<file path="src/rtl/spi_cmd_pkg.sv">
package spi_cmd_pkg;

    localparam int REG_COUNT = 8;
    localparam int ADDR_W    = $clog2(REG_COUNT);
    localparam int MAX_SEND  = 5;
    localparam int MAX_READ  = 3;
    localparam int MAX_BITS  = (MAX_SEND + MAX_READ) * 8;
    localparam int BIT_CNT_W = $clog2(MAX_BITS + 1);
    localparam int FRAME_W   = MAX_SEND * 8;

    // register offsets inside the host window
    localparam logic [ADDR_W-1:0] OFS_CTRL    = 3'd0;
    localparam logic [ADDR_W-1:0] OFS_OPC     = 3'd1;
    localparam logic [ADDR_W-1:0] OFS_ADR_LO  = 3'd2;
    localparam logic [ADDR_W-1:0] OFS_ADR_MID = 3'd3;
    localparam logic [ADDR_W-1:0] OFS_ADR_HI  = 3'd4;
    localparam logic [ADDR_W-1:0] OFS_RSP0    = 3'd5;
    localparam logic [ADDR_W-1:0] OFS_TRAIL   = 3'd7;

    localparam logic [3:0] RATE_SLOW = 4'h4;
    localparam logic [3:0] RATE_FAST = 4'h5;

    typedef struct packed {
        logic [3:0] rate;
        logic [1:0] rd_cnt;
        logic [1:0] len_code;
    } ctrl_t;

    typedef enum logic [1:0] {
        SEQ_IDLE,
        SEQ_SHIFT,
        SEQ_TAIL,
        SEQ_RELEASE
    } seq_state_t;

    typedef struct packed {
        logic [7:0] opc;
        logic [7:0] adr_hi;
        logic [7:0] adr_mid;
        logic [7:0] adr_lo;
        logic [7:0] trail;
    } cmd_bytes_t;

    function automatic logic [2:0] send_len(logic [1:0] code);
        case (code)
            2'd0:    return 3'd1;
            2'd1:    return 3'd2;
            2'd2:    return 3'd4;
            default: return 3'd5;
        endcase
    endfunction

    function automatic logic ctrl_ok(ctrl_t c);
        return (c.rate == RATE_SLOW) || (c.rate == RATE_FAST);
    endfunction

    // left-aligned output frame, first wire bit at the top
    function automatic logic [FRAME_W-1:0] pack_frame(logic [1:0] code, cmd_bytes_t b);
        case (code)
            2'd0:    return {b.opc, 32'h0};
            2'd1:    return {b.opc, b.trail, 24'h0};
            2'd2:    return {b.opc, b.adr_hi, b.adr_mid, b.adr_lo, 8'h0};
            default: return {b.opc, b.adr_hi, b.adr_mid, b.adr_lo, b.trail};
        endcase
    endfunction

endpackage

</file>
<file path="src/rtl/spi_cmd_regs.sv">
module spi_cmd_regs
    import spi_cmd_pkg::*;
(
    input  logic              clk,
    input  logic              rst,
    input  logic              wr_en,
    input  logic [ADDR_W-1:0] addr,
    input  logic [7:0]        wdata,
    input  logic              busy,
    input  logic              cap_we,
    input  logic [1:0]        cap_idx,
    input  logic [7:0]        cap_byte,
    output logic [7:0]        rdata,
    output cmd_bytes_t        cmd
);

    logic [7:0] bank [REG_COUNT];
    logic [ADDR_W-1:0] cap_ofs;

    assign cap_ofs = OFS_RSP0 + ADDR_W'(cap_idx);

    generate
        for (genvar g = 0; g < REG_COUNT; g++) begin : g_byte
            if (g == 0) begin : g_status_slot
                always_ff @(posedge clk) bank[g] <= 8'h00;
            end else begin : g_data_slot
                always_ff @(posedge clk) begin
                    if (rst) begin
                        bank[g] <= 8'h00;
                    end else if (cap_we && cap_ofs == ADDR_W'(g)) begin
                        bank[g] <= cap_byte;
                    end else if (wr_en && !busy && addr == ADDR_W'(g)) begin
                        bank[g] <= wdata;
                    end
                end
            end
        end
    endgenerate

    always_comb begin
        rdata = bank[addr];
        if (addr == OFS_CTRL) rdata = {busy, 7'b0};
    end

    assign cmd.opc     = bank[OFS_OPC];
    assign cmd.adr_hi  = bank[OFS_ADR_HI];
    assign cmd.adr_mid = bank[OFS_ADR_MID];
    assign cmd.adr_lo  = bank[OFS_ADR_LO];
    assign cmd.trail   = bank[OFS_TRAIL];

    // response capture only happens inside a transfer
    a_r4_capture_in_transfer: assert property (@(posedge clk) disable iff (rst)
        cap_we |-> busy);

    // a busy-time host write leaves the opcode untouched
    a_r9_opcode_frozen: assert property (@(posedge clk) disable iff (rst)
        (busy && $past(busy)) |-> $stable(cmd.opc));

endmodule

</file>
<file path="src/rtl/spi_cmd_clkdiv.sv">
module spi_cmd_clkdiv #(
    parameter int FAST_HALF = 3,
    parameter int SLOW_HALF = 6
) (
    input  logic clk,
    input  logic rst,
    input  logic run,
    input  logic fast,
    output logic tick
);

    localparam int MAX_HALF = (FAST_HALF > SLOW_HALF) ? FAST_HALF : SLOW_HALF;
    localparam int CNT_W    = (MAX_HALF > 1) ? $clog2(MAX_HALF) : 1;

    logic [CNT_W-1:0] cnt;
    logic [CNT_W-1:0] lim;

    assign lim  = fast ? CNT_W'(FAST_HALF - 1) : CNT_W'(SLOW_HALF - 1);
    assign tick = run && (cnt == lim);

    always_ff @(posedge clk) begin
        if (rst || !run || tick) cnt <= '0;
        else                     cnt <= cnt + 1'b1;
    end

    // the half-period counter never passes its limit
    a_r6_count_bound: assert property (@(posedge clk) disable iff (rst)
        run |-> (cnt <= lim));

endmodule

</file>
<file path="src/rtl/spi_cmd_seq.sv">
module spi_cmd_seq
    import spi_cmd_pkg::*;
(
    input  logic               clk,
    input  logic               rst,
    input  logic               start,
    input  ctrl_t              ctrl,
    input  logic [FRAME_W-1:0] frame,
    input  logic               tick,
    input  logic               miso,
    output logic               busy,
    output logic               run,
    output logic               fast,
    output logic               sck,
    output logic               mosi,
    output logic               cs_n,
    output logic               cap_we,
    output logic [1:0]         cap_idx,
    output logic [7:0]         cap_byte
);

    seq_state_t           state;
    logic [FRAME_W-1:0]   tx_sh;
    logic [BIT_CNT_W-1:0] bit_cnt;
    logic [BIT_CNT_W-1:0] total_bits;
    logic [BIT_CNT_W-1:0] tx_bits;
    logic [7:0]           rx_sh;
    logic [1:0]           rx_idx;
    logic                 tail_half;
    logic [3:0]           nbytes;

    assign nbytes = {1'b0, send_len(ctrl.len_code)} + {2'b0, ctrl.rd_cnt};
    assign run    = (state == SEQ_SHIFT) || (state == SEQ_TAIL);

    always_ff @(posedge clk) begin
        if (rst) begin
            state      <= SEQ_IDLE;
            busy       <= 1'b0;
            fast       <= 1'b0;
            sck        <= 1'b0;
            mosi       <= 1'b0;
            cs_n       <= 1'b1;
            tx_sh      <= '0;
            bit_cnt    <= '0;
            total_bits <= '0;
            tx_bits    <= '0;
            rx_sh      <= '0;
            rx_idx     <= '0;
            tail_half  <= 1'b0;
            cap_we     <= 1'b0;
            cap_idx    <= '0;
            cap_byte   <= '0;
        end else begin
            cap_we <= 1'b0;
            case (state)
                SEQ_IDLE: begin
                    if (start) begin
                        state      <= SEQ_SHIFT;
                        busy       <= 1'b1;
                        cs_n       <= 1'b0;
                        sck        <= 1'b0;
                        fast       <= (ctrl.rate == RATE_FAST);
                        tx_sh      <= frame;
                        mosi       <= frame[FRAME_W-1];
                        bit_cnt    <= '0;
                        total_bits <= {nbytes, 3'b000};
                        tx_bits    <= {1'b0, send_len(ctrl.len_code), 3'b000};
                        rx_idx     <= '0;
                        tail_half  <= 1'b0;
                    end
                end
                SEQ_SHIFT: begin
                    if (tick) begin
                        if (!sck) begin
                            sck <= 1'b1;
                            if (bit_cnt >= tx_bits) begin
                                rx_sh <= {rx_sh[6:0], miso};
                                if (bit_cnt[2:0] == 3'd7) begin
                                    cap_we   <= 1'b1;
                                    cap_idx  <= rx_idx;
                                    cap_byte <= {rx_sh[6:0], miso};
                                    rx_idx   <= rx_idx + 1'b1;
                                end
                            end
                        end else begin
                            sck     <= 1'b0;
                            bit_cnt <= bit_cnt + 1'b1;
                            if (bit_cnt + 1'b1 == total_bits) begin
                                state <= SEQ_TAIL;
                                mosi  <= 1'b0;
                            end else begin
                                tx_sh <= {tx_sh[FRAME_W-2:0], 1'b0};
                                mosi  <= tx_sh[FRAME_W-2];
                            end
                        end
                    end
                end
                SEQ_TAIL: begin
                    if (tick) begin
                        if (tail_half) begin
                            cs_n  <= 1'b1;
                            state <= SEQ_RELEASE;
                        end else begin
                            tail_half <= 1'b1;
                        end
                    end
                end
                default: begin
                    busy  <= 1'b0;
                    state <= SEQ_IDLE;
                end
            endcase
        end
    end

    // chip select low only inside a busy window
    a_r5_cs_within_busy: assert property (@(posedge clk) disable iff (rst)
        !cs_n |-> busy);

    // clock idles low while deselected
    a_r5_sck_idle_low: assert property (@(posedge clk) disable iff (rst)
        cs_n |-> !sck);

    // data holds while the clock is high
    a_r5_mosi_hold_high: assert property (@(posedge clk) disable iff (rst)
        (sck && $past(sck)) |-> $stable(mosi));

    // chip select releases only out of the tail wait
    a_r7_release_from_tail: assert property (@(posedge clk) disable iff (rst)
        $rose(cs_n) |-> ($past(state) == SEQ_TAIL));

    // busy drops only after chip select is already high
    a_r8_busy_after_cs: assert property (@(posedge clk) disable iff (rst)
        $fell(busy) |-> $past(cs_n));

    // transfer length is not reloaded mid-transfer
    a_r9_no_reload: assert property (@(posedge clk) disable iff (rst)
        (state != SEQ_IDLE) |=> $stable(total_bits));

endmodule

</file>
<file path="src/rtl/spi_cmd_engine.sv">
module spi_cmd_engine
    import spi_cmd_pkg::*;
#(
    parameter int FAST_HALF = 3,
    parameter int SLOW_HALF = 6
) (
    input  logic       clk,
    input  logic       rst,
    input  logic       host_wr,
    input  logic [2:0] host_addr,
    input  logic [7:0] host_wdata,
    output logic [7:0] host_rdata,
    output logic       spi_sck,
    output logic       spi_mosi,
    input  logic       spi_miso,
    output logic       spi_cs_n
);

    ctrl_t              ctrl_in;
    cmd_bytes_t         cmd;
    logic [FRAME_W-1:0] frame;
    logic               busy;
    logic               start;
    logic               run;
    logic               fast;
    logic               tick;
    logic               cap_we;
    logic [1:0]         cap_idx;
    logic [7:0]         cap_byte;

    assign ctrl_in = ctrl_t'(host_wdata);
    assign frame   = pack_frame(ctrl_in.len_code, cmd);
    assign start   = host_wr && (host_addr == OFS_CTRL) && !busy && ctrl_ok(ctrl_in);

    spi_cmd_regs u_regs (
        .clk      (clk),
        .rst      (rst),
        .wr_en    (host_wr),
        .addr     (host_addr),
        .wdata    (host_wdata),
        .busy     (busy),
        .cap_we   (cap_we),
        .cap_idx  (cap_idx),
        .cap_byte (cap_byte),
        .rdata    (host_rdata),
        .cmd      (cmd)
    );

    spi_cmd_clkdiv #(
        .FAST_HALF (FAST_HALF),
        .SLOW_HALF (SLOW_HALF)
    ) u_div (
        .clk  (clk),
        .rst  (rst),
        .run  (run),
        .fast (fast),
        .tick (tick)
    );

    spi_cmd_seq u_seq (
        .clk      (clk),
        .rst      (rst),
        .start    (start),
        .ctrl     (ctrl_in),
        .frame    (frame),
        .tick     (tick),
        .miso     (spi_miso),
        .busy     (busy),
        .run      (run),
        .fast     (fast),
        .sck      (spi_sck),
        .mosi     (spi_mosi),
        .cs_n     (spi_cs_n),
        .cap_we   (cap_we),
        .cap_idx  (cap_idx),
        .cap_byte (cap_byte)
    );

    // an unsupported rate nibble never raises busy
    a_r2_bad_rate_idle: assert property (@(posedge clk) disable iff (rst)
        (host_wr && host_addr == OFS_CTRL && !busy && !ctrl_ok(ctrl_in)) |=> !busy);

    // an accepted control write shows busy on the next cycle
    a_r8_busy_follows_start: assert property (@(posedge clk) disable iff (rst)
        start |=> (busy && !spi_cs_n));

endmodule

</file>
<file path="config.mk">
export PLATFORM = sky130hd
export DESIGN_NAME = spi_cmd_engine
export DESIGN_NICKNAME = d
export VERILOG_FILES = /design/src/rtl/spi_cmd_pkg.sv /design/src/rtl/spi_cmd_regs.sv /design/src/rtl/spi_cmd_clkdiv.sv /design/src/rtl/spi_cmd_seq.sv /design/src/rtl/spi_cmd_engine.sv
export SDC_FILE = /design/constraint.sdc
export NUM_CORES = 1
export LEC_CHECK = 0
export BUFFER_PORTS_ARGS = -buffer_cell sky130_fd_sc_hd__buf_2
export CORE_MARGIN = 1.5
export CORE_UTILIZATION = 35
export DETAILED_ROUTE_END_ITERATION = 7
export PLACE_DENSITY = 0.48
export SLEW_MARGIN = 10
export SYNTH_ARGS = -nofsm -noshare
export SYNTH_HDL_FRONTEND = slang
export SYNTH_SLANG_ARGS = --single-unit
</file>
<file path="constraint.sdc">
create_clock -name clk -period 7.4 [get_ports clk]
set_clock_uncertainty 0.15 [all_clocks]
set_input_delay 1.48 -clock clk [delete_from_list [all_inputs] [get_ports clk]]
set_output_delay 1.48 -clock clk [all_outputs]
set_load 0.1 [all_outputs]
</file>
# ---- After elaboration in Yosys (flattened, before gate mapping)
# Memories as Yosys holds them, arrays and structs flattened.
# Index checks and enable logic that the tools add are counted.
dict set report word_totals {
  regBits 84
  mem_bits_rw 64
  inputBits 15
  output_inout_bits 11
  word_cells 227
  mem_count 1
}
# name words width rd rd_clocked_by_memory_dff wr line_no
set mem_list {}
lappend mem_list {u_regs.bank 8 8 6 0 8 spi_cmd_regs.sv:17} ;# logic [7:0] bank [REG_COUNT];
dict set report op_classes {
  n_addsub 5
  n_lt_le_gt_ge 1
  n_eq_ne 33
  muxes 108
  bitwise 19
  n_reduce_logical 43
}
# cell n
set ops {}
lappend ops {{$mux 39} 4}
lappend ops {{$mux 8} 15}
lappend ops {{$pmux 32 s3} 1}
lappend ops {{$pmux 39 s2} 1}
lappend ops {{$mux 1} 63}
lappend ops {{$eq 3x3->1 const B} 9}
lappend ops {{$mux 2} 11}
lappend ops {{$mux 7} 3}
lappend ops {{$logic_and 1x1->1} 19}
lappend ops {{$ne 2x2->1 const B} 8}
lappend ops {{$or 1x1->1} 14}
lappend ops {{$pmux 7 s2} 1}
lappend ops {{$eq 3x2->1 const B} 4}
lappend ops {{$reduce_and 4->1} 3}
lappend ops {{$reduce_and 6->1} 2}
lappend ops {{$pmux 1 s2} 5}
lappend ops {{$reduce_and 5->1} 2}
lappend ops {{$pmux 3 s3} 1}
lappend ops {{$eq 4x3->1 const B} 2}
lappend ops {{$add 7x1->7 const B} 1}
lappend ops {{$eq 7x7->1} 1}
lappend ops {{$ge 7x6->1} 1}
lappend ops {{$eq 3x1->1 const B} 2}
lappend ops {{$pmux 2 s3} 1}
lappend ops {{20 further kinds} 35}

# ---- Longest topological paths before layout
# Gate-level depths: netlist of the first run.
dict set report depth {
  depth_word 8
  mapped_depth 9
}

# ---- Cells and area by module
# A second synthesis of the first run with hierarchy kept.
dict set report unflattened {
  cells_unflattened 744
  area_unflattened_um2 7395.8
}
# mod n_inst cells_per_inst area_per_inst_um2
set modules_own_cells {}
lappend modules_own_cells {spi_cmd_seq 1 467 4111.4}
lappend modules_own_cells {spi_cmd_regs 1 225 2846.5}
lappend modules_own_cells {spi_cmd_engine 1 40 277.8}
lappend modules_own_cells {spi_cmd_clkdiv 1 12 160.2}

# ---- Worst setup path before layout of the first run
# Ideal clock, no wire load.
dict set report synth_timing {
  path_type {in2out}
  start {input port host_addr[1]}
  end {output port host_rdata[0]}
  arrival_time_ns 4.077
  setup_slack_ns 1.693
  stages 5
  cell_sequence {clkbuf_1 clkbuf_1 nor2b_1 a221oi_1 a21oi_1}
}
dict set report synth_via {
  elab_chain_cells 2
}
# element line_no
set synth_lines {}
lappend synth_lines {{from (decl)} spi_cmd_engine.sv:10} ;# input logic [2:0] host_addr,
lappend synth_lines {{$mem_v2 8x8 or $logic_not 3->1 (tied branches)} -}
lappend synth_lines {{$mux 8 (*)} spi_cmd_regs.sv:42} ;# if (addr == OFS_CTRL) rdata = {busy, 7'b0};
lappend synth_lines {{to (decl)} spi_cmd_engine.sv:12} ;# output logic [7:0] host_rdata,
# Every way passes the cells marked *; elsewhere a longest branch is shown, timed or not.

# ---- Worst setup path in the final report of the first run
dict set report layout_timing {
  start {input port host_addr[1]}
  end {output port host_rdata[3]}
}
# Same word-level chain as after synthesis.

==> flow_summary.ini, run 1 <==
[sta]
setup-violations-final = 0
slew_headroom = 0.203
hold_viol_final = 0
fmax_mhz = 204
rsz0062_at_grt = false
period_needed_ns = 4.91
tns_ns = 0
slew_violations = 0
period_share = 0.664
worstMarginPinSlew_ns = 1.18

[synthesis]
yosysTopAreaCell = dfxtp_1
synth_commonest_cells = 84 x dfxtp_1, 72 x nor2_1, 56 x edfxtp_1, 39 x mux2_2, 36 x mux2i_1
synth_area_mm2 = 0.00728
synth-edff-count = 56
syn_nets = 723
postSynthCellCount = 689
synth_most_common_cell = dfxtp_1
synthFlopType = dfxtp_1
syn_area_per_cell_um2 = 10.6
netlist.area_leader.share = 0.231
ys_async_sr_fraction = 0
synth-seq-cells = 140
synth_cell_type_count = 67
yosys_warnings = 0
synth_top_cells_by_area = dfxtp_1 23%, edfxtp_1 23%, mux2_2 6.0%
seq_area_frac_synth = 0.462

[routing]
wl_per_cell_um = 19.3
firstDrtPassIters = 4
first_iter_violations = 305
vias = 5185
drc = 0
viasPerCell = 5.32
wl_um = 18800
ant_nets = 0

[global_route]
overflow = 0
grt_pass1_wl_um = 30100
antenna_found_initial = 0
grt_pass1_vias = 5083
grt_util_all_layers = 0.182
grt_max_degree = 77

[hold_path]
hold_path_class = reg -> reg

[floorplan]
initial_utilization = 0.359
io_pins = 26
core_area_mm2 = 0.0203
die_h_um = 147
die_area_mm2 = 0.0217
rows = 52
die_w_um = 147

[placement]
port_buffers = 25
dpl_cell_area_mm2 = 0.00758
dpl.hpwl_um = 13400
gp_congestion = 0.779

[worst_setup_path]
crit_top_cell = buf_2
path_max_fanout = 25
worstSetupStartpointType = input pin
crit_arrival_ns = 3.28
critPathKind = in -> out
worst_path_largest_cell_delay_ns = 0.51
crit_slowest_cell = nor2b_1
critical_path_required_ns = 5.77
path_cells = buf_2, nor2b_1, a221oi_1, a21oi_1, buf_2
critPathCaptureType = output pin

[finish]
fin_nets = 726
antenna_cells = 0
drive_above_1_share = 0.182
area_growth_pct = 11.9
fin_util = 0.401
design_area_mm2 = 0.00815

[clocking]
cts_tree = yes
clk_pin_slew_ns = 0.06
post_cts_buffers = 0
cts.path.max_buffers = 2
htreeDepth = 4
ctsResizeCount = 0
cts_sinks = 140
cts_root_buf = clkbuf_16
hold_buffers = 0
cts_made_buffers = 17
clk_latency_ns = 0.43

[run_status]
status = complete, no violations

[power]
cellPowerDensity_mw_per_mm2 = 249
peakVddDrop_v = 0.000116
p_leak_nw = 2.97

[flow_run]
cap_violations = 0
## per-stage QoR
step	hold slack, ns	cells	total power [mW]	setup WS (ns)
after floorplan	0.286	689	1.14	1.69
after global placement	0.296	943	1.22	2.54
after detailed placement	0.303	943	1.22	2.48
after CTS	0.311	975	2.05	2.47
after global routing	0.332	975	2.11	2.33
final	0.311	975	2.03	2.49
## final cells by class
type | count | area (µm²)
clock inverters | 12 | 100
fillers | 2030 | 12200
clock buffers | 20 | 469
inverters | 25 | 93.8
repair buffers | 29 | 158
well taps | 270 | 338
multi-input cells | 479 | 3620
flip-flops and latches | 140 | 3360
## report_power, final
| group | internal (mW) | switching, mW | total (mW) |
|---|---|---|---|
| Combinational | 0.108 | 0.228 | 0.336 |
| Clock | 0.468 | 0.356 | 0.824 |
| Sequential | 0.840 | 0.0270 | 0.867 |
## sequential cells by signal (all words and copies together), names as in the netlist
register          count
u_div.cnt             3
u_regs.bank          56
u_seq.bit_cnt         7
u_seq.busy            1
u_seq.cap_byte        8
u_seq.cap_idx         2
u_seq.cap_we          1
u_seq.cs_n            1
u_seq.fast            1
u_seq.mosi            1
u_seq.rx_idx          2
u_seq.rx_sh           7
u_seq.sck             1
u_seq.state           2
u_seq.tail_half       1
u_seq.total_bits      4
u_seq.tx_bits         3
u_seq.tx_sh          39
## cell usage in the layout, fill, tap and decap left out, types with 4 or more instances in the layout
| cell | Yosys | layout |
|---|---|---|
| dfxtp_1 | 84 | 84 |
| nor2_1 | 72 | 72 |
| edfxtp_1 | 56 | 56 |
| mux2_2 | 39 | 39 |
| mux2i_1 | 36 | 36 |
| nor2b_1 | 35 | 35 |
| nand2_1 | 31 | 31 |
| inv_1 | 25 | 25 |
| and2_1 | 25 | 25 |
| a22o_1 | 24 | 24 |
| buf_2 | 3 | 24 |
| a22oi_1 | 21 | 21 |
| nor3_1 | 18 | 18 |
| clkbuf_16 | 0 | 18 |
| a21oi_1 | 17 | 17 |
| ha_1 | 18 | 17 |
| o21ai_0 | 11 | 10 |
| o211ai_1 | 9 | 9 |
| mux4_2 | 9 | 9 |
| nand3_1 | 8 | 8 |
| a221oi_1 | 8 | 8 |
| a211oi_1 | 7 | 7 |
| nor4_1 | 7 | 7 |
| a221o_1 | 7 | 7 |
| nand2b_1 | 6 | 6 |
| inv_6 | 0 | 6 |
| nand4_1 | 5 | 5 |
| xnor2_1 | 5 | 5 |
| buf_4 | 3 | 5 |
| o21a_1 | 4 | 4 |
| o21ai_1 | 3 | 4 |
| clkinv_4 | 0 | 4 |
## worst paths after layout
path                                 startpoint              end  slack, ns  cells past startpoint
worst max-delay path               host_addr[1]    host_rdata[3]       2.49                      5
worst min-delay path            u_seq.tx_sh[26]  u_seq.tx_sh[26]       0.31                      2
worst max register to register   u_seq.state[1]  u_seq.tx_sh[37]       3.91                      9
worst min register to register  u_seq.tx_sh[26]  u_seq.tx_sh[26]       0.31                      2
## worst max-delay path, delay by kind of cell
kind,cells,cell delay [ns]
AOI/OAI and AO/OA,2,0.38
buffers and inverters,2,0.91
and+or+nand+nor,1,0.51
## kinds of logic after synthesis
group | Yosys count | synth area share
flip-flops | 140 | 0.462
adder cells (fa/ha/maj) | 19 | 0.0337
XOR/XNOR | 8 | 0.00963
multiplexers | 85 | 0.140
AO/OA/AOI/OAI | 134 | 0.140
AND/OR/NAND/NOR | 233 | 0.174
buffers and inverters | 70 | 0.0418
## per-layer routing
metal | GRT usage | part of all wire
met3 | 0.0379 | 0.030
met5 | 0 | 0
met2 | 0.297 | 0.48
met4 | 0.0465 | 0.013
met1 | 0.246 | 0.48
No activity file was read; power rests on OpenSTA's default activity.
==> inputs of run 2 (changes only) <==
PLACE_DENSITY = 0.5   (was 0.48)
clock period = 4.2 ns   (was 7.4 ns; I/O delays follow)
==> flow_summary.ini, run 2 (synthesized netlist as in run 1, its figures left out) <==
[clocking]
cts.path.max_buffers = 2
cts_made_buffers = 17
cts_sinks = 140
clk_pin_slew_ns = 0.06
post_cts_buffers = 0
clk_latency_ns = 0.42
htreeDepth = 4
ctsResizeCount = 0
cts_root_buf = clkbuf_16
cts_tree = yes
hold_buffers = 0

[finish]
regMostFlops = u_regs.bank
multi_input_area_mm2 = 0.00362
drive_above_1_share = 0.181
seq_area_mm2 = 0.00336
antenna_cells = 0
fin_util = 0.405
mostFrequentLayoutCell = dfxtp_1
area_growth_pct = 13.0
fin_nets = 727
nFillCells = 1988
top_regs = u_regs.bank: 56 flops, u_seq.tx_sh: 39 flops, u_seq.cap_byte: 8 flops
final_cell_mix = 84 x dfxtp_1, 72 x nor2_1, 56 x edfxtp_1
largest_reg_flops = 56

[power]
clock_power_share = 0.434
netSwitchingFraction = 0.277
p_sw_mw = 1.03
p_leak_nw = 3.00
power_frac_comb = 0.157
cellPowerDensity_mw_per_mm2 = 453
peakVddDrop_v = 0.000217
power.total_mw = 3.73
p_int_mw = 2.70
seqPwrFrac = 0.409

[sta]
hold_viol_final = 0
worstMarginPinSlew_ns = 1.20
period_share = 0.858
rsz0062_at_grt = false
slew_headroom = 0.192
final.setup.worst_slack_ns = 0.595
period_needed_ns = 3.61
slew_violations = 0
hold_slack_ns = 0.316
fmax_mhz = 277
setup-violations-final = 0

[worst_setup_path]
path_buf_inv = 2
crit_arrival_ns = 2.62
cp_top_family = buffers and inverters
critical_path_required_ns = 3.21
crit_slowest_cell = nor2b_1
critPathCaptureType = output pin
crit_top_cell = buf_2
worst_path_largest_cell_delay_ns = 0.50
critPathKind = in -> out
worstSetupStartpointType = input pin
path_max_fanout = 25
path_cells = buf_2, nor2b_1, a221oi_1, a21oi_1, buf_2

[routing]
firstDrtPassIters = 4
first_iter_violations = 303
drc = 0
wl_per_cell_um = 18.7
ant_nets = 0
vias = 5215
wl_um = 18300
viasPerCell = 5.34

[placement]
port_buffers = 25
gp_congestion = 0.805
dpl.hpwl_um = 12900
place_ws_ns = 0.593

[floorplan]
initial_utilization = 0.359
io_pins = 26
die_h_um = 147
die_w_um = 147
rows = 52
die_area_mm2 = 0.0217
core_area_mm2 = 0.0203

[global_route]
grt_pass1_vias = 5360
grt_pass1_wl_um = 29800
grt_max_degree = 102
antenna_found_initial = 0
overflow = 0
grt_util_all_layers = 0.179

[flow_run]
cap_violations = 0

[run_status]
status = complete, no violations

[hold_path]
hold_path_class = reg -> reg
==> run 2: layout make-up <==
cell class,count,share of cell area
timing repair buffer,30,0.0201
tap,270,0.0411
clock buffer,21,0.0599
multi-input combinational,479,0.440
inverter,25,0.0114
sequential,140,0.409
clock inverter,11,0.0184
==> run 2: path summary, 6_finish.rpt <==
check                       start              end  slack (ns)  cells past startpoint
setup / recovery     host_addr[1]    host_rdata[2]        0.59                      5
hold / removal    u_seq.tx_sh[29]  u_seq.tx_sh[29]        0.32                      2
setup reg to reg   u_seq.state[1]  u_seq.tx_sh[17]        1.31                      8
hold reg to reg   u_seq.tx_sh[29]  u_seq.tx_sh[29]        0.32                      2
==> run 2: tightest hold or removal path: stages (launching register included) <==
cell and delay (ns):
dfxtp_1 0.31, nand2_1 0.05, mux2i_1 0.06
==> run 2: metrics by stage <==
step                cell area (µm²)  instances  setup TNS [ns]
detailed placement             7580        944               0
floorplan                      7280        689           -1.59
CTS                            8230        976               0
global placement               7580        944               0
global route                   8230        976               0
finish                         8230        976               0
==> run 2: power groups by stage <==
stage	Clock (mW)	Combinational [mW]	Sequential (mW)
finish	1.62	0.587	1.52
global route	1.71	0.639	1.53
CTS	1.65	0.592	1.53
detailed placement	0	0.590	1.55
global placement	0	0.583	1.55
floorplan	0	0.444	1.56
==> run 2: layer usage <==
| metal | vias up | share of wire | track usage |
|---|---|---|---|
| li1 | 2544 | - | - |
| met1 | 2576 | 0.45 | 0.229 |
| met2 | 77 | 0.50 | 0.305 |
| met3 | 18 | 0.040 | 0.0370 |
| met4 | 0 | 0.013 | 0.0530 |
| met5 | - | 0 | 0 |
